## config.mk

```make
export PLATFORM = sky130hd
export DESIGN_NAME = exc_entry_seq
export DESIGN_NICKNAME = d
export VERILOG_FILES = /design/src/rtl/exc_entry_pkg.sv /design/src/rtl/exc_vec_unit.sv /design/src/rtl/exc_sr_file.sv /design/src/rtl/exc_entry_seq.sv
export SDC_FILE = /design/constraint.sdc
export NUM_CORES = 1
export LEC_CHECK = 0
export BUFFER_PORTS_ARGS = -buffer_cell sky130_fd_sc_hd__buf_2
export CORE_MARGIN = 4
export CORE_UTILIZATION = 50
export DETAILED_ROUTE_END_ITERATION = 6
export GPL_TIMING_DRIVEN = 0
export PLACE_DENSITY = 0.83
export SLEW_MARGIN = 20
export SYNTH_ARGS = -nofsm -noshare
export SYNTH_HDL_FRONTEND = slang
export SYNTH_SLANG_ARGS = --single-unit
```

## constraint.sdc

```tcl
create_clock -name clk_i -period 4.6 [get_ports clk_i]
set_input_delay 0.23 -clock clk_i [delete_from_list [all_inputs] [get_ports clk_i]]
set_output_delay 0.23 -clock clk_i [all_outputs]
set_load 0.01 [all_outputs]
```

## src/rtl/exc_entry_pkg.sv

```systemverilog
package exc_entry_pkg;
  localparam int PS_W      = 6;
  localparam int PS_LVL_W  = 4;
  localparam int PS_EXCM   = 4;
  localparam int PS_UM     = 5;

  typedef enum logic [2:0] {
    VSEL_KERNEL,
    VSEL_USER,
    VSEL_DOUBLE,
    VSEL_DEBUG,
    VSEL_WIN
  } vsel_e;

  // effective level: exception mode masks up to excm_lvl
  function automatic logic [PS_LVL_W-1:0] eff_level(logic [PS_W-1:0] ps,
                                                   logic [PS_LVL_W-1:0] excm_lvl);
    logic [PS_LVL_W-1:0] lvl;
    lvl = ps[PS_LVL_W-1:0];
    if (ps[PS_EXCM] && (lvl < excm_lvl)) lvl = excm_lvl;
    return lvl;
  endfunction
endpackage

```

## src/rtl/exc_vec_unit.sv

```systemverilog
module exc_vec_unit
  import exc_entry_pkg::*;
#(
  parameter int XLEN = 32,
  parameter int NWIN = 4,
  parameter int WIN_IDX_W = 2,
  parameter bit RELOC_EN = 1'b1,
  parameter logic [XLEN-1:0] RESET_VECBASE = 32'h4000_0000,
  parameter logic [XLEN-1:0] KERNEL_VEC = 32'h4000_0300,
  parameter logic [XLEN-1:0] USER_VEC = 32'h4000_0340,
  parameter logic [XLEN-1:0] DOUBLE_VEC = 32'h4000_03C0,
  parameter logic [XLEN-1:0] DEBUG_VEC = 32'h4000_0280,
  parameter logic [NWIN-1:0][XLEN-1:0] WIN_VECS = '0
) (
  input  vsel_e               sel_i,
  input  logic [WIN_IDX_W-1:0] win_idx_i,
  input  logic [XLEN-1:0]     vecbase_i,
  output logic [XLEN-1:0]     target_o,
  output logic                invalid_o
);
  logic [XLEN-1:0] raw;

  always_comb begin
    raw = '0;
    unique case (sel_i)
      VSEL_KERNEL: raw = KERNEL_VEC;
      VSEL_USER:   raw = USER_VEC;
      VSEL_DOUBLE: raw = DOUBLE_VEC;
      VSEL_DEBUG:  raw = DEBUG_VEC;
      VSEL_WIN: begin
        for (int i = 0; i < NWIN; i++)
          if (win_idx_i == WIN_IDX_W'(i)) raw = WIN_VECS[i];
      end
      default:     raw = '0;
    endcase
  end

  assign invalid_o = (raw == '0);

  generate
    if (RELOC_EN) begin : g_reloc
      assign target_o = raw - RESET_VECBASE + vecbase_i;
    end else begin : g_fixed
      logic [XLEN-1:0] unused_vb;
      assign unused_vb = vecbase_i;
      assign target_o  = raw;
    end
  endgenerate
endmodule

```

## src/rtl/exc_sr_file.sv

```systemverilog
module exc_sr_file #(
  parameter int XLEN   = 32,
  parameter int PS_W   = 6,
  parameter int NLEVEL = 6,
  parameter int IDX_W  = 3
) (
  input  logic             clk_i,
  input  logic             rst_ni,
  input  logic             epc_we_i,
  input  logic [IDX_W-1:0] epc_widx_i,
  input  logic [XLEN-1:0]  epc_wdata_i,
  input  logic             eps_we_i,
  input  logic [IDX_W-1:0] eps_widx_i,
  input  logic [PS_W-1:0]  eps_wdata_i,
  input  logic [IDX_W-1:0] epc_ridx_i,
  input  logic [IDX_W-1:0] eps_ridx_i,
  output logic [XLEN-1:0]  epc_o,
  output logic [PS_W-1:0]  eps_o
);
  logic [XLEN-1:0] epc_q [1:NLEVEL];
  logic [PS_W-1:0] eps_q [2:NLEVEL];

  always_ff @(posedge clk_i or negedge rst_ni) begin
    if (!rst_ni) begin
      for (int i = 1; i <= NLEVEL; i++) epc_q[i] <= '0;
      for (int i = 2; i <= NLEVEL; i++) eps_q[i] <= '0;
    end else begin
      for (int i = 1; i <= NLEVEL; i++)
        if (epc_we_i && epc_widx_i == IDX_W'(i)) epc_q[i] <= epc_wdata_i;
      for (int i = 2; i <= NLEVEL; i++)
        if (eps_we_i && eps_widx_i == IDX_W'(i)) eps_q[i] <= eps_wdata_i;
    end
  end

  always_comb begin
    epc_o = '0;
    eps_o = '0;
    for (int i = 1; i <= NLEVEL; i++)
      if (epc_ridx_i == IDX_W'(i)) epc_o = epc_q[i];
    for (int i = 2; i <= NLEVEL; i++)
      if (eps_ridx_i == IDX_W'(i)) eps_o = eps_q[i];
  end
endmodule

```

## src/rtl/exc_entry_seq.sv

```systemverilog
module exc_entry_seq
  import exc_entry_pkg::*;
#(
  parameter int XLEN = 32,
  parameter int CAUSE_W = 6,
  parameter int DCAUSE_W = 6,
  parameter int NLEVEL = 6,
  parameter int DEBUG_LEVEL = 6,
  parameter int EXCM_LEVEL = 1,
  parameter bit HAS_DEPC = 1'b1,
  parameter bit RELOC_EN = 1'b1,
  parameter int NWIN = 4,
  parameter int WIN_IDX_W = 2,
  parameter int IDX_W = 3,
  parameter logic [XLEN-1:0] RESET_VECBASE = 32'h4000_0000,
  parameter logic [XLEN-1:0] KERNEL_VEC = 32'h4000_0300,
  parameter logic [XLEN-1:0] USER_VEC = 32'h4000_0340,
  parameter logic [XLEN-1:0] DOUBLE_VEC = 32'h4000_03C0,
  parameter logic [XLEN-1:0] DEBUG_VEC = 32'h4000_0280,
  parameter logic [NWIN-1:0][XLEN-1:0] WIN_VECS =
    {32'h0000_0000, 32'h4000_00C0, 32'h4000_0080, 32'h4000_0040}
) (
  input  logic                 clk_i,
  input  logic                 rst_ni,
  input  logic                 exc_valid_i,
  output logic                 exc_ready_o,
  input  logic                 exc_win_i,
  input  logic [WIN_IDX_W-1:0] exc_win_idx_i,
  input  logic [XLEN-1:0]      exc_pc_i,
  input  logic [CAUSE_W-1:0]   exc_cause_i,
  input  logic                 exc_addr_valid_i,
  input  logic [XLEN-1:0]      exc_addr_i,
  input  logic                 dbg_valid_i,
  output logic                 dbg_ready_o,
  input  logic [XLEN-1:0]      dbg_pc_i,
  input  logic [DCAUSE_W-1:0]  dbg_cause_i,
  input  logic                 ps_we_i,
  input  logic [5:0]           ps_wdata_i,
  input  logic                 vecbase_we_i,
  input  logic [XLEN-1:0]      vecbase_wdata_i,
  output logic                 taken_o,
  output logic [XLEN-1:0]      redirect_pc_o,
  output logic                 vec_err_o,
  output logic [5:0]           ps_o,
  output logic [XLEN-1:0]      vecbase_o,
  output logic [CAUSE_W-1:0]   cause_o,
  output logic [DCAUSE_W-1:0]  dbg_cause_o,
  output logic [XLEN-1:0]      vaddr_o,
  output logic [XLEN-1:0]      depc_o,
  input  logic [IDX_W-1:0]     epc_idx_i,
  output logic [XLEN-1:0]      epc_o,
  input  logic [IDX_W-1:0]     eps_idx_i,
  output logic [5:0]           eps_o
);
  localparam logic [PS_LVL_W-1:0] DBG_LVL  = PS_LVL_W'(DEBUG_LEVEL);
  localparam logic [PS_LVL_W-1:0] EXCM_LVL = PS_LVL_W'(EXCM_LEVEL);
  localparam logic [IDX_W-1:0]    DBG_IDX  = IDX_W'(DEBUG_LEVEL);

  logic [PS_W-1:0]     ps_q, ps_d;
  logic [XLEN-1:0]     vecbase_q, vaddr_q;
  logic [CAUSE_W-1:0]  cause_q;
  logic [DCAUSE_W-1:0] dcause_q;
  logic                taken_q, err_q;
  logic [XLEN-1:0]     redir_q;

  logic busy, dbg_go, exc_go, gen_go, is_double;
  logic [XLEN-1:0] target;
  logic            target_bad;
  vsel_e           vsel;

  assign busy      = taken_q | err_q;
  assign dbg_go    = dbg_valid_i && !busy && (eff_level(ps_q, EXCM_LVL) < DBG_LVL);
  assign exc_ready_o = !busy && !dbg_go;
  assign dbg_ready_o = !busy;
  assign exc_go    = exc_valid_i && exc_ready_o;
  assign gen_go    = exc_go && !exc_win_i;
  assign is_double = ps_q[PS_EXCM];

  always_comb begin
    if (dbg_go)              vsel = VSEL_DEBUG;
    else if (exc_win_i)      vsel = VSEL_WIN;
    else if (is_double)      vsel = VSEL_DOUBLE;
    else if (ps_q[PS_UM])    vsel = VSEL_USER;
    else                     vsel = VSEL_KERNEL;
  end

  exc_vec_unit #(
    .XLEN(XLEN), .NWIN(NWIN), .WIN_IDX_W(WIN_IDX_W), .RELOC_EN(RELOC_EN),
    .RESET_VECBASE(RESET_VECBASE), .KERNEL_VEC(KERNEL_VEC), .USER_VEC(USER_VEC),
    .DOUBLE_VEC(DOUBLE_VEC), .DEBUG_VEC(DEBUG_VEC), .WIN_VECS(WIN_VECS)
  ) u_vec (
    .sel_i(vsel), .win_idx_i(exc_win_idx_i), .vecbase_i(vecbase_q),
    .target_o(target), .invalid_o(target_bad)
  );

  // status word next value: entry beats a software write
  always_comb begin
    ps_d = ps_q;
    if (dbg_go) begin
      ps_d[PS_LVL_W-1:0] = DBG_LVL;
      ps_d[PS_EXCM]      = 1'b1;
    end else if (gen_go) begin
      ps_d[PS_EXCM]      = 1'b1;
    end else if (ps_we_i) begin
      ps_d = ps_wdata_i;
    end
  end

  always_ff @(posedge clk_i or negedge rst_ni) begin
    if (!rst_ni) begin
      ps_q      <= PS_W'(1) << PS_EXCM;
      vecbase_q <= RESET_VECBASE;
      vaddr_q   <= '0;
      cause_q   <= '0;
      dcause_q  <= '0;
      taken_q   <= 1'b0;
      err_q     <= 1'b0;
      redir_q   <= '0;
    end else begin
      ps_q <= ps_d;
      if (vecbase_we_i)                vecbase_q <= vecbase_wdata_i;
      if (gen_go && exc_addr_valid_i)  vaddr_q   <= exc_addr_i;
      if (gen_go)                      cause_q   <= exc_cause_i;
      if (dbg_go)                      dcause_q  <= dbg_cause_i;
      taken_q <= (dbg_go || exc_go) && !target_bad;
      err_q   <= (dbg_go || exc_go) &&  target_bad;
      if ((dbg_go || exc_go) && !target_bad) redir_q <= target;
    end
  end

  generate
    if (HAS_DEPC) begin : g_depc
      logic [XLEN-1:0] depc_q;
      always_ff @(posedge clk_i or negedge rst_ni) begin
        if (!rst_ni)                  depc_q <= '0;
        else if (gen_go && is_double) depc_q <= exc_pc_i;
      end
      assign depc_o = depc_q;
    end else begin : g_no_depc
      assign depc_o = '0;
    end
  endgenerate

  logic             epc_we;
  logic [IDX_W-1:0] epc_widx;
  logic [XLEN-1:0]  epc_wdata;

  assign epc_we    = dbg_go || (gen_go && !(is_double && HAS_DEPC));
  assign epc_widx  = dbg_go ? DBG_IDX : IDX_W'(1);
  assign epc_wdata = dbg_go ? dbg_pc_i : exc_pc_i;

  exc_sr_file #(.XLEN(XLEN), .PS_W(PS_W), .NLEVEL(NLEVEL), .IDX_W(IDX_W)) u_sr (
    .clk_i(clk_i), .rst_ni(rst_ni),
    .epc_we_i(epc_we), .epc_widx_i(epc_widx), .epc_wdata_i(epc_wdata),
    .eps_we_i(dbg_go), .eps_widx_i(DBG_IDX), .eps_wdata_i(ps_q),
    .epc_ridx_i(epc_idx_i), .eps_ridx_i(eps_idx_i),
    .epc_o(epc_o), .eps_o(eps_o)
  );

  assign taken_o       = taken_q;
  assign vec_err_o     = err_q;
  assign redirect_pc_o = redir_q;
  assign ps_o          = ps_q;
  assign vecbase_o     = vecbase_q;
  assign cause_o       = cause_q;
  assign dbg_cause_o   = dcause_q;
  assign vaddr_o       = vaddr_q;
endmodule

```

* Yosys cells after proc, flatten, opt, wreduce, memory -nomap -nowiden
Index checks and enable logic that the tools add are counted.
** Storage, ports and cells
- Register bits :: 346
- Bits of input ports :: 162
- Output and inout port bits :: 188
- Logic and storage cells :: 100
** Cells by class
- $add $sub $neg :: 2
- Magnitude comparators :: 2
- Equal/unequal tests :: 21
- Mux-type cells :: 23
- Bitwise logic cells :: 3
- Reduce and logical (&&, ||, !) cells :: 31
** Operators by type and width (count)
- $mux W32 :: 7
- $pmux W32 S5 :: 1
- $mux W31 :: 4
- $add A32 B32 Y32 :: 1
- $logic_not A32 Y1 :: 1
- $sub A32 B31 Y32 const B :: 1
- $eq A3 B3 Y1 const B :: 8
- $eq A3 B2 Y1 const B :: 6
- $logic_and A1 B1 Y1 :: 17
- $mux W5 :: 2
- $eq A3 B1 Y1 const B :: 3
- $mux W3 :: 3
- $mux W4 :: 2
- $mux W6 :: 1
- $logic_not A1 Y1 :: 5
- $eq A2 B2 Y1 const B :: 2
- $lt A4 B1 Y1 const B :: 1
- $lt A4 B3 Y1 const B :: 1
- $logic_not A3 Y1 :: 1
- $reduce_and A3 Y1 :: 1
- $reduce_bool A3 Y1 :: 1
- $eq A2 B1 Y1 const B :: 1
- $logic_not A2 Y1 :: 1
- $logic_or A1 B1 Y1 :: 2
- other kinds (7) :: 9

* Logic depth before layout (Yosys ltp)
- Depth after elaboration :: 12
- Depth in mapped cells :: 15
- Mapped depth without buffers :: 12

* Hierarchy
Synthesis repeated with hierarchy kept, for this count alone.
** Second synthesis, totals
- Cell total of the unflattened synthesis :: 1271
- Area, all modules :: 17202.7 µm²
** By module, submodules not included
- exc_sr_file :: times used 1, cells each 704, area each 10147.2 µm², sequential area each 5555.3 µm²
- exc_entry_seq :: times used 1, cells each 460, area each 6236.0 µm², sequential area each 3706.1 µm²
- exc_vec_unit :: times used 1, cells each 107, area each 819.5 µm², sequential area each 0.0 µm²

* Least setup slack after synthesis
No wires, ideal clock.
- Path type :: reg-to-reg
- Start point :: register ps_q[3], in the netlist ps_o[3]
- End point :: register redir_q[27], in the netlist redirect_pc_o[27]
- Library setup time :: 77 ps
- Data arrival time :: 3611 ps
- Data required time :: 4523 ps
- Path slack :: 912 ps
- Stages on the path, launching flop included :: 16
- Buffers on the path :: 4
- Clock period less this slack :: 3688 ps
- Path through :: dfrtp_1 > or4b_4 > a21o_1 > clkbuf_1 > clkbuf_1 > clkbuf_1 > nand2_1 > ha_1 > ha_1 > fa_1 > a21o_1 > a21oi_1 > clkbuf_1 > nor4_1 > xnor2_1 > a21oi_1
** Between the ends
- Word-level cells in the longest chain between the ends :: 11
- Elaborated cells on any way between the ends :: 21
- Classes of those cells :: add/sub: 2; order compare: 2; eq/ne: 4; mux: 3; reduce/logical: 10
** RTL lines
- start: declaration :: RTL line exc_entry_seq.sv:59 : logic [PS_W-1:0] ps_q, ps_d;
- start signal: assignment :: RTL line exc_entry_seq.sv:111 : ps_q <= PS_W'(1) << PS_EXCM;
- start signal: assignment :: RTL line exc_entry_seq.sv:120 : ps_q <= ps_d;
- $lt A4 B1 Y1 :: RTL line exc_entry_pkg.sv:20 : if (ps[PS_EXCM] && (lvl < excm_lvl)) lvl = excm_lvl;
- $logic_and A1 B1 Y1 :: RTL line exc_entry_pkg.sv:20
- $mux W4 (*) :: RTL line exc_entry_pkg.sv:20
- $lt A4 B3 Y1 (*) :: RTL line exc_entry_seq.sv:72 : assign dbg_go = dbg_valid_i && !busy && (eff_level(ps_q, EXCM_LVL) < DBG_LVL);
- $logic_and A1 B1 Y1 (*) :: RTL line exc_entry_seq.sv:72
- parallel branches: the longest is 6 deep, another holds $sub A32 B31 Y32
- end signal: assignment :: RTL line exc_entry_seq.sv:127 : if ((dbg_go || exc_go) && !target_bad) redir_q <= target;
- end: declaration :: RTL line exc_entry_seq.sv:64 : logic [XLEN-1:0] redir_q;
Mark *: on every way between the ends.
A chain may end at the register's enable or synchronous reset.

* Worst setup path after layout
- Start point :: register taken_q, in the netlist taken_o
- End point :: register redir_q[29], in the netlist redirect_pc_o[29]
** Between the ends
- Word-level cells in the longest chain between the ends :: 10
- Elaborated cells on any way between the ends :: 20
- Classes of those cells :: add/sub: 2; eq/ne: 4; mux: 2; bitwise: 1; reduce/logical: 11
** RTL lines
- start: declaration :: RTL line exc_entry_seq.sv:63 : logic taken_q, err_q;
- start signal: assignment :: RTL line exc_entry_seq.sv:125 : taken_q <= (dbg_go || exc_go) && !target_bad;
- $or A1 B1 Y1 (*) :: RTL line exc_entry_seq.sv:71 : assign busy = taken_q | err_q;
- $logic_not A1 Y1 (*) :: RTL line exc_entry_seq.sv:72, exc_entry_seq.sv:73
- parallel branches: the longest is 8 deep, another holds $sub A32 B31 Y32
Marks and branches as above.

==> impl_metrics.ini <==
[placed_design]
io_buffer_count = 347
placedInstanceArea_mm2 = 0.01175
hpwl_um = 20920
gp_congestion = 0.8687

[timing]
setup_viol = 0
hold_violations = 0
drv_slew = 0
fin_crit_sh_pct = 90.42
slew-limit-headroom_pct = 50.04
worst_slew_pin_slew_ns = 0.7478
fin_crit_ns = 4.159
fmaxAchievable_ghz = 0.2404
fin_worst_skew_ns = 0.009732
rsz0062_at_grt = false

[min_path]
min_path_type = in -> reg

[synthesis]
synth_flop_cell = dfrtp_1
synth_common_cells = dfrtp_1, nand2_1, nor2_1
yosysMostFrequentCell = dfrtp_1
synth_area_leaders = dfrtp_1, mux2_4, nand2_1
synthAdderAreaFrac_pct = 1.899
netlist_area_mm2 = 0.009619
synth_nets = 995
yosysSeqAreaShare_pct = 56.74
yosys_warnings = 0
synth_cell_types = 46
synth_compound_gate_area_share_pct = 7.752
synth_edf_count = 0
yosysTopAreaCell = dfrtp_1
synth-xor-area-share_pct = 2.185
synth.top_cell.area_share_pct = 56.19
synth-simple-area-share_pct = 12.59
synthCells = 819
async_flop_share_pct = 100.0
synth_top_family_by_area = multiplexers
muxShareOfSynthArea_pct = 15.54
avgSynthCellArea_um2 = 11.75
ys_seq_elements = 218

[route]
antenna_left = 0
firstDrtPassIters = 5
vias = 8652
via_per_inst = 5.347
route.detailed.drc = 0
routed_wl_um = 33810
drt_iter0_markers = 463
wire_per_inst_um = 20.89

[global_route]
grt_use_total_pct = 30.64
overflow = 0
grt_pass1_vias = 9379
grt_pass1_wl_um = 52510
grt_max_degree = 99
antenna_found_initial = 2

[clock_network]
tritoncts = yes
cts_root_buffer = clkbuf_16
cts_setup_buffers = 0
cts_buffers = 24
clockBufferDepth = 3
path_clk_slew_ns = 0.06
clock-sinks = 218
htreeDepth = 1
clk-insertion-delay-late_ns = 0.51

[critical_path]
max_stage_delay_ns = 0.55
critPathArrivalTime_ns = 4.54
crit_type = reg -> reg
critPathCaptureType = flip-flop
critPathBufInv = 4
crit_chain = or4b_4, a21o_1, clkbuf_1, clkbuf_1, clkbuf_2, nand2_1, ha_1, ha_1, fa_1, a21o_1, a21oi_1, clkbuf_2, nor4_1, xnor2_1, a21oi_1
critical-path-top-delay-family = buffers and inverters
cp_max_fo = 10
crit_required_ns = 4.98
cp-start-kind = flip-flop
slowest_stage = or4b_4

[finish]
nets = 1515
final_layout_size_suffix_gt1_share_pct = 39.16
syn_to_final_growth_pct = 45.62
ff_latch_area_mm2 = 0.005458
final_core_util_pct = 74.39
final_area_mm2 = 0.01401
multi_input_area_mm2 = 0.003854
fillers = 1175

[floorplanning]
initial_core_util_pct = 51.08
die_area_mm2 = 0.02152
num_rows = 50
die_w_um = 146.7
die_h_um = 146.7
io_pins = 350
placeableCoreArea_mm2 = 0.01883

[power]
leakage_nw = 6.925
ir_worst_vdd_mv = 0.3332
p_total_mw = 7.611
powerDensity_mw_per_mm2 = 543.4

[run]
maxCapViolations = 0

[run_status]
outcome = finished, final reports clean
placed cells by master, fill, tap and decap left out, types with 8 or more instances in the layout:
master and count:
clkbuf_16 25, nor3_1 10, a31oi_1 32, ha_1 13
mux2_4 60, dfrtp_1 216, mux2_2 51, and2_1 9
nor2_1 69, a22o_1 34, dlygate4sd3_1 146, buf_6 8
xnor2_1 17, buf_2 356, nand2_1 168, clkbuf_1 32
a21oi_1 24
cell families after synthesis:
logic type | after synthesis
compound gates | 106
xor+xnor | 24
fa+ha+maj | 14
buf+inv | 58
flops | 218
mux | 113
simple gates | 286
final timing paths:
| kind | slack (ns) | end | cells past startpoint | from |
|---|---|---|---|---|
| max | 0.44 | redirect_pc_o[29] | 15 | taken_o |
| min | 0.02 | depc_o[31] | 2 | exc_pc_i[31] |
| max reg2reg | 0.44 | redirect_pc_o[29] | 15 | taken_o |
| min reg2reg | 0.47 | dbg_cause_o[3] | 2 | dbg_cause_o[3] |
| max in group asynchronous | 3.61 | redirect_pc_o[24] | 3 | rst_ni |
| min in group asynchronous | 0.21 | u_sr.epc_q[186] | 2 | rst_ni |
metal layers:
metal  wire [um]  track usage [%]  vias to the layer above
li1            -                -                     3860
met3        2640            7.125                      106
met5           0                0                        -
met1       12370            35.52                     4232
met2       17260            54.18                      454
met4        1534            13.64                        0
through the flow:
step / hold slack [ns] / cells / setup WS, ns / setup TNS [ns]
2_1_floorplan: -0.06559 / 819 / 0.9119 / 0
3_3_place_gp: 0.4225 / 1426 / -0.3902 / -79.75
3_5_place_dp: 0.1189 / 1428 / 0.05450 / 0
4_1_cts: 0.002493 / 1617 / 0.008995 / 0
5_1_grt: 0.01735 / 1618 / 0.2090 / 0
6_report: 0.02427 / 1618 / 0.4407 / 0
worst reg2reg max path, delay by kind of cell (launching register included):
| kind | cells | cell delay [ns] |
|---|---|---|
| compound gates | 4 | 0.64 |
| xor+xnor | 1 | 0.19 |
| fa+ha+maj | 3 | 0.90 |
| buf+inv | 4 | 1.06 |
| flops | 1 | 0.46 |
| simple gates | 3 | 0.79 |
final cells by class:
class / instances / share of cell area, %
antenna: 2 / 0.03573
clock buffer: 37 / 5.145
clock inverter: 6 / 0.4734
buffer: 53 / 2.144
tap: 260 / 2.322
inverter: 4 / 0.1072
sequential: 218 / 38.96
multi-input combinational: 543 / 27.51
timing repair buffer: 495 / 23.30
what timing repair did:
item,4_1_cts,5_1_grt
hold endpoints to repair,273,0
hold buffers,146,0
gates resized for setup,0,4
setup endpoints to repair,0,9
power by group:
part | internal, mW | total (mW) | switching [mW]
combinational | 1.23 | 2.49 | 1.26
clock | 1.14 | 1.93 | 0.791
sequential | 2.68 | 3.19 | 0.510
total | 5.05 | 7.61 | 2.56
registers in the layout, summed over array words and instances, names as in the netlist:
register,count
vecbase_o,32
cause_o,6
redirect_pc_o,32
dbg_cause_o,6
vaddr_o,32
depc_o,32
u_sr.epc_q,64
vec_err_o,1
taken_o,1
u_sr.eps_q,6
ps_o,6
(Power assumes the default switching activity.)
